==> config.mk <==
export PLATFORM = sky130hd
export DESIGN_NAME = xbus_ctrl
export DESIGN_NICKNAME = d
export VERILOG_FILES = /design/src/rtl/xbus_pkg.sv /design/src/rtl/xbus_route.sv /design/src/rtl/xbus_seq.sv /design/src/rtl/xbus_ctrl.sv
export SDC_FILE = /design/constraint.sdc
export NUM_CORES = 1
export LEC_CHECK = 0
export BUFFER_PORTS_ARGS = -buffer_cell sky130_fd_sc_hd__buf_4
export CAP_MARGIN = 20
export CORE_UTILIZATION = 50
export CTS_BUF_LIST = sky130_fd_sc_hd__clkbuf_2 sky130_fd_sc_hd__clkbuf_4 sky130_fd_sc_hd__clkbuf_8
export CTS_CLUSTER_DIAMETER = 80
export CTS_CLUSTER_SIZE = 8
export DETAILED_ROUTE_END_ITERATION = 8
export PLACE_DENSITY = 0.82
export RECOVER_POWER = 25
export SYNTH_ARGS = -nofsm -noshare
export SYNTH_HDL_FRONTEND = slang
export SYNTH_SLANG_ARGS = --single-unit
==> constraint.sdc <==
create_clock -name clk -period 2.75 [get_ports clk]
set_input_delay 0.4125 -clock clk [delete_from_list [all_inputs] [get_ports clk]]
set_output_delay 0.4125 -clock clk [all_outputs]
set_load 0.05 [all_outputs]
==> src/rtl/xbus_pkg.sv <==
package xbus_pkg;
  parameter int unsigned XB_AW = 16;
  parameter int unsigned XB_DW = 8;
  localparam int unsigned XB_HW = XB_AW - XB_DW;

  typedef enum logic [1:0] {
    K_FETCH = 2'd0,
    K_READ  = 2'd1,
    K_WRITE = 2'd2,
    K_RDALT = 2'd3
  } kind_e;

  typedef enum logic [2:0] {
    PH_IDLE, PH_ADDR, PH_HOLD, PH_SETUP, PH_STRB, PH_RECOV, PH_DONE
  } phase_e;
endpackage

==> src/rtl/xbus_route.sv <==
module xbus_route
  import xbus_pkg::*;
#(
  parameter logic [XB_AW-1:0] ROM_LIMIT = 16'h1FFF
) (
  input  kind_e            kind,
  input  logic             wide,
  input  logic [XB_AW-1:0] pc,
  input  logic [XB_AW-1:0] dptr,
  input  logic [XB_DW-1:0] rreg,
  input  logic [XB_HW-1:0] sfr_hi,
  input  logic             ext_force,
  output logic             go_ext,
  output logic [XB_AW-1:0] addr
);
  always_comb begin
    if (kind == K_FETCH) begin
      go_ext = ext_force || (pc > ROM_LIMIT);
      addr   = pc;
    end else begin
      go_ext = 1'b1;
      addr   = wide ? dptr : {sfr_hi, rreg};
    end
  end
endmodule

==> src/rtl/xbus_seq.sv <==
module xbus_seq
  import xbus_pkg::*;
#(
  parameter int unsigned PH_CYC = 2
) (
  input  logic             clk,
  input  logic             rst_n,
  input  logic             start,
  input  logic             start_ext,
  input  kind_e            start_kind,
  input  logic [XB_AW-1:0] start_addr,
  input  logic [XB_DW-1:0] start_wdata,
  input  logic [XB_DW-1:0] p0_in,
  input  logic             rsp_ready,
  output logic             idle,
  output logic             bus_act,
  output logic [XB_HW-1:0] addr_hi,
  output logic [XB_DW-1:0] p0_out,
  output logic             p0_oe,
  output logic             ale,
  output logic             prog_rd_n,
  output logic             data_rd_n,
  output logic             data_wr_n,
  output logic             rsp_valid,
  output logic [XB_DW-1:0] rsp_data,
  output logic             rsp_internal
);
  localparam int unsigned CW = $clog2(PH_CYC + 1);
  localparam logic [CW-1:0] LAST = CW'(PH_CYC - 1);

  phase_e           st;
  logic [CW-1:0]    cnt;
  kind_e            kind_q;
  logic [XB_AW-1:0] addr_q;
  logic [XB_DW-1:0] wdata_q;
  logic             is_wr, is_fetch, ph_end;

  assign is_wr    = (kind_q == K_WRITE);
  assign is_fetch = (kind_q == K_FETCH);
  assign ph_end   = (cnt == LAST);

  always_ff @(posedge clk or negedge rst_n) begin
    if (!rst_n) begin
      st           <= PH_IDLE;
      cnt          <= '0;
      kind_q       <= K_FETCH;
      addr_q       <= '0;
      wdata_q      <= '0;
      rsp_data     <= '0;
      rsp_internal <= 1'b0;
    end else begin
      unique case (st)
        PH_IDLE: if (start) begin
          kind_q       <= start_kind;
          addr_q       <= start_addr;
          wdata_q      <= start_wdata;
          rsp_data     <= '0;
          rsp_internal <= !start_ext;
          cnt          <= '0;
          st           <= start_ext ? PH_ADDR : PH_DONE;
        end
        PH_ADDR, PH_HOLD, PH_SETUP, PH_STRB, PH_RECOV: begin
          cnt <= ph_end ? '0 : cnt + 1'b1;
          if (ph_end) begin
            if (st == PH_STRB && !is_wr) rsp_data <= p0_in;
            st <= phase_e'(st + 3'd1);
          end
        end
        PH_DONE: if (rsp_ready) st <= PH_IDLE;
        default: st <= PH_IDLE;
      endcase
    end
  end

  always_comb begin
    idle      = (st == PH_IDLE);
    rsp_valid = (st == PH_DONE);
    bus_act   = (st != PH_IDLE) && (st != PH_DONE);
    addr_hi   = addr_q[XB_AW-1:XB_DW];
    ale       = (st == PH_ADDR);
    p0_oe     = (st == PH_ADDR) || (st == PH_HOLD) ||
                (is_wr && (st == PH_SETUP || st == PH_STRB || st == PH_RECOV));
    p0_out    = (st == PH_ADDR || st == PH_HOLD) ? addr_q[XB_DW-1:0] :
                (is_wr ? wdata_q : '0);
    prog_rd_n = !((st == PH_STRB) && is_fetch);
    data_rd_n = !((st == PH_STRB) && !is_fetch && !is_wr);
    data_wr_n = !((st == PH_STRB) && is_wr);
  end

  a_r8_single_strobe: assert property (@(posedge clk) disable iff (!rst_n)
    $countones({~prog_rd_n, ~data_rd_n, ~data_wr_n}) <= 1);
  a_r7_ale_quiet: assert property (@(posedge clk) disable iff (!rst_n)
    ale |-> (prog_rd_n && data_rd_n && data_wr_n && p0_oe));
  a_r6_data_before_wr: assert property (@(posedge clk) disable iff (!rst_n)
    $fell(data_wr_n) |-> ($past(p0_oe) && $past(p0_out) == p0_out));
  a_r6_data_after_wr: assert property (@(posedge clk) disable iff (!rst_n)
    $rose(data_wr_n) |-> (p0_oe && $past(p0_out) == p0_out));
  a_r5_rd_released: assert property (@(posedge clk) disable iff (!rst_n)
    !data_rd_n |-> !p0_oe);
  a_r1_internal_quick: assert property (@(posedge clk) disable iff (!rst_n)
    (start && !start_ext) |=> (rsp_valid && rsp_internal && !ale));
  a_r10_rsp_hold: assert property (@(posedge clk) disable iff (!rst_n)
    (rsp_valid && !rsp_ready) |=> (rsp_valid && $stable(rsp_data)));
  a_r11_idle_release: assert property (@(posedge clk) disable iff (!rst_n)
    idle |-> (!p0_oe && !ale));
endmodule

==> src/rtl/xbus_ctrl.sv <==
module xbus_ctrl
  import xbus_pkg::*;
#(
  parameter int unsigned      PH_CYC    = 2,
  parameter logic [XB_AW-1:0] ROM_LIMIT = 16'h1FFF
) (
  input  logic             clk,
  input  logic             rst_n,
  input  logic             req_valid,
  output logic             req_ready,
  input  logic [1:0]       req_kind,
  input  logic             req_wide,
  input  logic [XB_AW-1:0] req_pc,
  input  logic [XB_AW-1:0] req_dptr,
  input  logic [XB_DW-1:0] req_reg,
  input  logic [XB_DW-1:0] req_wdata,
  input  logic             ext_force,
  input  logic [XB_HW-1:0] p2_sfr,
  output logic             rsp_valid,
  input  logic             rsp_ready,
  output logic [XB_DW-1:0] rsp_data,
  output logic             rsp_internal,
  output logic [XB_DW-1:0] p0_out,
  output logic             p0_oe,
  input  logic [XB_DW-1:0] p0_in,
  output logic [XB_HW-1:0] p2_out,
  output logic             addr_latch,
  output logic             prog_rd_n,
  output logic             data_rd_n,
  output logic             data_wr_n
);
  kind_e            kind;
  logic             go_ext, idle, bus_act, start;
  logic [XB_AW-1:0] addr;
  logic [XB_HW-1:0] addr_hi;

  assign kind      = kind_e'(req_kind);
  assign req_ready = idle;
  assign start     = req_valid && idle;
  assign p2_out    = bus_act ? addr_hi : p2_sfr;

  xbus_route #(.ROM_LIMIT(ROM_LIMIT)) route_i (
    .kind(kind), .wide(req_wide), .pc(req_pc), .dptr(req_dptr),
    .rreg(req_reg), .sfr_hi(p2_sfr), .ext_force(ext_force),
    .go_ext(go_ext), .addr(addr)
  );

  xbus_seq #(.PH_CYC(PH_CYC)) seq_i (
    .clk(clk), .rst_n(rst_n), .start(start), .start_ext(go_ext),
    .start_kind(kind), .start_addr(addr), .start_wdata(req_wdata),
    .p0_in(p0_in), .rsp_ready(rsp_ready), .idle(idle), .bus_act(bus_act),
    .addr_hi(addr_hi), .p0_out(p0_out), .p0_oe(p0_oe), .ale(addr_latch),
    .prog_rd_n(prog_rd_n), .data_rd_n(data_rd_n), .data_wr_n(data_wr_n),
    .rsp_valid(rsp_valid), .rsp_data(rsp_data), .rsp_internal(rsp_internal)
  );

  a_r11_p2_mirror: assert property (@(posedge clk) disable iff (!rst_n)
    (idle && !rsp_valid) |-> (p2_out == p2_sfr));
endmodule

==> impl_metrics.yaml, run 1 <==
run_status:
  status: "complete, but fails checks"
  violations: "capacitance limit, slew limit"
critical_path:
  critical-path-slowest-cell: "dfrtp_1"
  arrival_ns: 2.18
  timing.reg2reg.setup_slack_ns: 0.56
  crit_required_ns: 2.34
  end_kind: "output pin"
  critPathMaxFanout: 9
  critPathMaxStageDelay_ns: 0.38
  path_delay_family: "simple AND/OR/NAND/NOR gates"
  worst-setup-path-type: "reg2out"
  path_buf_inv: 2
  crit_path_start_kind: "register"
  crit_path_cell_trace: "inv_1 > ha_1 > and2b_1 > nor2_4 > mux2_2 > buf_4"
  r2r_start: "seq_i.st[0]"
  critical_path.startpoint: "seq_i.st[0]"
grt:
  grt_pass1_wl_um: 9150
  track_usage_pct: 23.4
  antenna_found_initial: 0
  first_global_vias: 2101
  grt_max_degree: 45
  grt_remaining_overflow: 0
clocking:
  htreeDepth: 2
  numClockSinks: 40
  clock-root-buffer: "clkbuf_8"
  post_cts_resize_count: 0
  cts_tree: "yes"
  numCtsBuffers: 5
  clkLatencyLatePin_ns: 0.29
  clk_pin_slew_worst_paths_ns: 0.08
  cts.path.max_buffers: 2
timing:
  rsz0062_at_grt: "false"
  fin_skew_ns: 0.00606
  min_period_ns: 2.59
  fin_crit_sh_pct: 94.1
  finalSetupTns_ns: 0
  max_freq_mhz: 386
  slew_headroom_pct: -40.3
  hold_ws_ns: 0.332
  hold_violations: 0
  finalSetupViolCount: 0
  tightest_slew_ns: 2.10
  slew_viol_final: 41
  setup_slack_ns: 0.161
drt:
  dr.first_iter.drc_count: 78
  detail_route.first_pass.iterations: 4
  drc: 0
  viasPerCell: 5.24
  ant_nets: 0
  avgRoutedWirePerCell_um: 13.4
  wl_um: 5390
  route.vias.total: 2110
floorplanning:
  dieArea_um2: 4930
  core_um2: 4410
  dieHeight_um: 70.2
  placementRows: 24
  ios: 104
  initial_utilization_pct: 52.7
  die_w_um: 70.2
place:
  globalplace.congestion: 0.863
  dpl_cell_area_um2: 3110
  io_buffers: 103
  dp_hpwl_um: 4110
  dp_slack_ns: 0.442
yosys:
  synth_seq_area_share_pct: 43.0
  async_reset_ff_share_pct: 100
  yosysTopAreaCell: "dfrtp_1"
  synth.distinct_cells: 36
  synth_edf_count: 0
  netlist_area_um2: 2330
  synth_area_leaders: "dfrtp_1 (43%), mux2i_1 (11%), nand2_1 (7.1%)"
  ys_seq_elements: 40
  synth_top_area_share_pct: 43.0
  syn_nets: 328
  synth_area_per_cell_um2: 9.23
  yosys_warnings: 0
  synthCells: 252
  synth.most_common_cell: "nand2_1"
  ys.flop_type: "dfrtp_1"
  netlist_top_cells_count: "nand2_1 (44), dfrtp_1 (40), nor2_1 (27), mux2i_1 (26), o21ai_0 (26)"
job:
  cap_violations: 1
cells_and_area:
  drive_above_1_share_pct: 38.5
  utilization_pct: 72.5
  area_delta_synth_final_pct: 37.6
  final_nets: 426
  fillers: 365
  multi_input_area_um2: 1200
  insertedDiodeCount: 0
  finish.instance_area_um2: 3200
  regArea_um2: 1000
power:
  ir_drop_v: 0.000594
  p_leak_nw: 1.62
  cellPowerDensity_nw_per_um2: 1250
hold_path:
  hp-start: "req_wdata[2]"
  min_path_type: "in2reg"
[logic make-up after synthesis]
logic type                 Yosys count  synth area share (%)
adders and majority gates            4                  2.15
AOI/OAI and AO/OA                   52                  12.7
muxes                               44                  19.9
DFF                                 40                  43.0
and+or+nand+nor                     86                  16.8
buffers and inverters               26                  5.33
[state kept, by name, indices dropped and copies added, names as in the netlist]
name and count:
seq_i.addr_q 16, seq_i.wdata_q 8, seq_i.st 3, seq_i.rsp_data 8, seq_i.cnt 2, seq_i.kind_q 2, seq_i.rsp_internal 1
[worst reg2reg max path: stages (launching register included)]
cell     delay, ns
dfrtp_1       0.40
inv_1         0.12
ha_1          0.35
nor3b_2       0.10
nor2_1        0.67
a21oi_4       0.24
mux2i_1       0.19
[cell usage in the layout, fill, tap and decap left out, drive strengths merged]
master | netlist | layout
and2b | 2 | 2
nand4b | 1 | 1
nand2 | 45 | 45
a32oi | 1 | 1
o21bai | 1 | 1
or2 | 1 | 1
nor3b | 2 | 2
mux2 | 18 | 18
o21a | 1 | 1
o21ai | 26 | 26
o31ai | 1 | 1
a22oi | 1 | 1
inv | 11 | 11
nor4 | 2 | 2
buf | 10 | 105
mux2i | 26 | 26
o41ai | 1 | 1
nand3 | 3 | 3
nor2 | 28 | 28
a21oi | 17 | 17
a21o | 1 | 1
a31oi | 1 | 1
clkbuf | 5 | 9
dfrtp | 40 | 40
o32ai | 1 | 1
nor2b | 2 | 2
ha | 4 | 4
[per-layer routing]
metal  vias to the layer above  routed length (um)  global-route usage (%)
li1                       1045                   -                       -
met1                       980                2250                    26.9
met2                        75                2760                    42.4
met3                        10                 289                    5.77
met4                         0                  87                    7.11
met5                         -                   0                       0
[where the power goes]
| part | leakage [nW] | switching [mW] | internal [mW] | total (mW) |
|---|---|---|---|---|
| Clock | 0.0523 | 0.191 | 0.224 | 0.415 |
| Sequential | 0.499 | 0.163 | 0.858 | 1.02 |
| Combinational | 1.07 | 1.66 | 0.907 | 2.57 |
[layout make-up]
| class | instances | share of cell area (%) |
|---|---|---|
| Clock buffer | 8 | 3.05 |
| Inverter | 11 | 1.29 |
| Multi-Input combinational cell | 186 | 37.6 |
| Sequential cell | 40 | 31.3 |
| Tap cell | 52 | 2.03 |
| Timing Repair Buffer | 106 | 24.7 |
[repair_timing]
item / 4_1_cts / 5_1_grt
endpoints found under the hold margin: 0 / 0
setup buffers: 0 / 0
setup endpoints to repair: 0 / 3
hold buffers: 0 / 0
[path summary, 6_finish.rpt]
path                            cells past startpoint                  to
worst max-delay path                                6           p2_out[5]
worst min-delay path                                2    seq_i.wdata_q[2]
worst max register to register                      6   seq_i.rsp_data[3]
worst min register to register                      2     seq_i.addr_q[1]
max in group asynchronous                           1  seq_i.rsp_internal
min in group asynchronous                           1     seq_i.addr_q[2]
[through the flow]
| step | cells | power, mW |
|---|---|---|
| global route | 403 | 4.26 |
| detailed placement | 395 | 3.61 |
| floorplan | 252 | 2.95 |
| CTS | 403 | 4.04 |
| global placement | 395 | 3.56 |
| finish | 403 | 4.01 |
No activity file was read; power rests on OpenSTA's default activity.
==> run 2, diff against run 1 <==
--- a/config.mk
+++ b/config.mk
@@ -6,7 +6,7 @@
 export NUM_CORES = 1
 export LEC_CHECK = 0
 export BUFFER_PORTS_ARGS = -buffer_cell sky130_fd_sc_hd__buf_4
-export CAP_MARGIN = 20
+export CORE_ASPECT_RATIO = 1.25
 export CORE_UTILIZATION = 50
 export CTS_BUF_LIST = sky130_fd_sc_hd__clkbuf_2 sky130_fd_sc_hd__clkbuf_4 sky130_fd_sc_hd__clkbuf_8
 export CTS_CLUSTER_DIAMETER = 80
==> impl_metrics.yaml, run 2 (synthesis gave the netlist of run 1 again) <==
run_status:
  status: "complete, but fails checks"
  violations: "capacitance limit, slew limit"
clocking:
  post-cts-setup-buffers: 0
  post_cts_resize_count: 0
  clkLatencyLatePin_ns: 0.29
  numClockSinks: 40
  htreeDepth: 2
  cts_tree: "yes"
  cts.path.max_buffers: 2
  numCtsBuffers: 5
  clk_pin_slew_worst_paths_ns: 0.07
  clock-root-buffer: "clkbuf_8"
timing:
  tightest_slew_ns: 2.12
  slew_headroom_pct: -41.5
  fin_skew_ns: 0.00477
  slew_viol_final: 41
  setup_slack_ns: 0.133
  finalSetupViolCount: 0
  hold_violations: 0
  fin_crit_sh_pct: 95.1
  max_freq_mhz: 382
  finalSetupTns_ns: 0
  min_period_ns: 2.62
  rsz0062_at_grt: "false"
hold_path:
  hold-path-cell-count: 2
  worst_hold_path.endpoint: "seq_i.wdata_q[0]"
  hp-start: "req_wdata[0]"
  min_path_type: "in2reg"
power:
  cellPowerDensity_nw_per_um2: 1240
  p_sw_mw: 2.01
  p_sw_share_pct: 50.9
  ir_drop_v: 0.000596
  pwr-share-comb_pct: 64.8
  finalPower_mw: 3.95
  p_seq_share_pct: 25.7
  clkPwrFrac_pct: 9.5
  p_leak_nw: 1.61
  p_int_mw: 1.94
place:
  globalplace.congestion: 0.866
  dp_hpwl_um: 4130
  io_buffers: 103
  dp_cells: 401
  dp_slack_ns: 0.408
  dpl_cell_area_um2: 3110
critical_path:
  critPathMaxStageDelay_ns: 0.39
  worst-setup-path-type: "reg2out"
  path_delay_family: "simple AND/OR/NAND/NOR gates"
  crit_required_ns: 2.34
  rr_endpoint: "seq_i.rsp_data[6]"
  path_buf_inv: 2
  r2r_start: "seq_i.st[0]"
  crit_path_cell_trace: "inv_1 > ha_1 > and2b_1 > nor2_4 > mux2_2 > buf_4"
  reg2regPathDepth: 6
  end_kind: "output pin"
  path_depth: 6
  crit_path_start_kind: "register"
  arrival_ns: 2.20
  critPathMaxFanout: 9
  timing.reg2reg.setup_slack_ns: 0.62
  critical-path-slowest-cell: "dfrtp_1"
drt:
  avgRoutedWirePerCell_um: 13.3
  route.vias.total: 2143
  dr.first_iter.drc_count: 121
  drc: 0
  detail_route.first_pass.iterations: 4
  wl_um: 5420
  ant_nets: 0
  viasPerCell: 5.25
grt:
  first_global_vias: 2101
  track_usage_pct: 23.4
  antenna_found_initial: 0
  grt_remaining_overflow: 0
  grt_max_degree: 45
  grt_pass1_wl_um: 9050
cells_and_area:
  final_nets: 426
  largest_reg_flops: 16
  drive_above_1_share_pct: 38.3
  final_common_cell: "buf_4"
  regMostFlops: "seq_i.addr_q"
  area_delta_synth_final_pct: 37.2
  final_cell_mix: "buf_4 (105), nand2_1 (44), dfrtp_1 (40)"
  finish.instance_area_um2: 3190
  insertedDiodeCount: 0
  final_cells: 408
  fillers: 357
  largestRegisters: "seq_i.addr_q x16, seq_i.rsp_data x8, seq_i.wdata_q x8"
floorplanning:
  initial_utilization_pct: 52.6
  ios: 104
  dieHeight_um: 78.3
  dieArea_um2: 4930
  placementRows: 27
  die_w_um: 63.0
  core_um2: 4430
job:
  cap_violations: 1
## run 2: cell count changes in the layout (fill, tap and decap cells not counted)
cell | before | now
clkbuf_8 | 6 | 5
clkbuf_4 | 2 | 1
clkinv_2 | 0 | 1
## run 2: how the worst max path moves through the flow
stage                            from         to  slack [ns]
after floorplan           seq_i.st[1]  p0_out[6]        0.22
after global placement    seq_i.st[0]  p2_out[6]        0.49
after detailed placement  seq_i.st[0]  p2_out[2]        0.41
after CTS                 seq_i.st[0]  p2_out[2]        0.10
after global routing      seq_i.st[0]  p2_out[4]        0.02
final                     seq_i.st[0]  p2_out[4]        0.13
## run 2: stage by stage
stage | util (%) | hold WS (ns)
after detailed placement | 70.4 | 0.418
after global placement | 70.4 | 0.417
after floorplan | - | 0.117
after global routing | 72.1 | 0.325
after CTS | 72.2 | 0.104
final | 72.1 | 0.334
## run 2: power groups by stage
stage,Combinational [mW],Sequential [mW],Clock [mW]
after global placement,2.53,1.01,0
after detailed placement,2.58,1.02,0
after global routing,2.75,1.05,0.401
after CTS,2.58,1.01,0.383
after floorplan,1.78,1.16,0
final,2.56,1.02,0.374
## run 2: cell type report
cell class / count / area [um^2] / area share (%)
Clock buffer: 6 / 76.3 / 2.39
Clock inverter: 1 / 5.00 / 0.157
Multi-Input combinational cell: 186 / 1200 / 37.7
Sequential cell: 40 / 1000 / 31.4
Tap cell: 58 / 72.6 / 2.27
Timing Repair Buffer: 106 / 792 / 24.8
Inverter: 11 / 41.3 / 1.29
## run 2: repair_timing
action / in CTS / in global routing
endpoints found under the setup margin: 0 / 5
hold buffers: 0 / 0
endpoints found under the hold margin: 0 / 0
## run 2: worst register-to-register path: stages (launching register included)
cell	delay, ns
dfrtp_1	0.41
inv_1	0.12
ha_1	0.34
nor3b_2	0.10
nor2_1	0.62
a21oi_4	0.24
mux2i_1	0.18
## run 2: layer usage
metal	global-route usage (%)	wire length (um)
met5	0	0
met1	26.7	2270
met4	6.51	65
met2	43.8	2850
met3	4.22	230
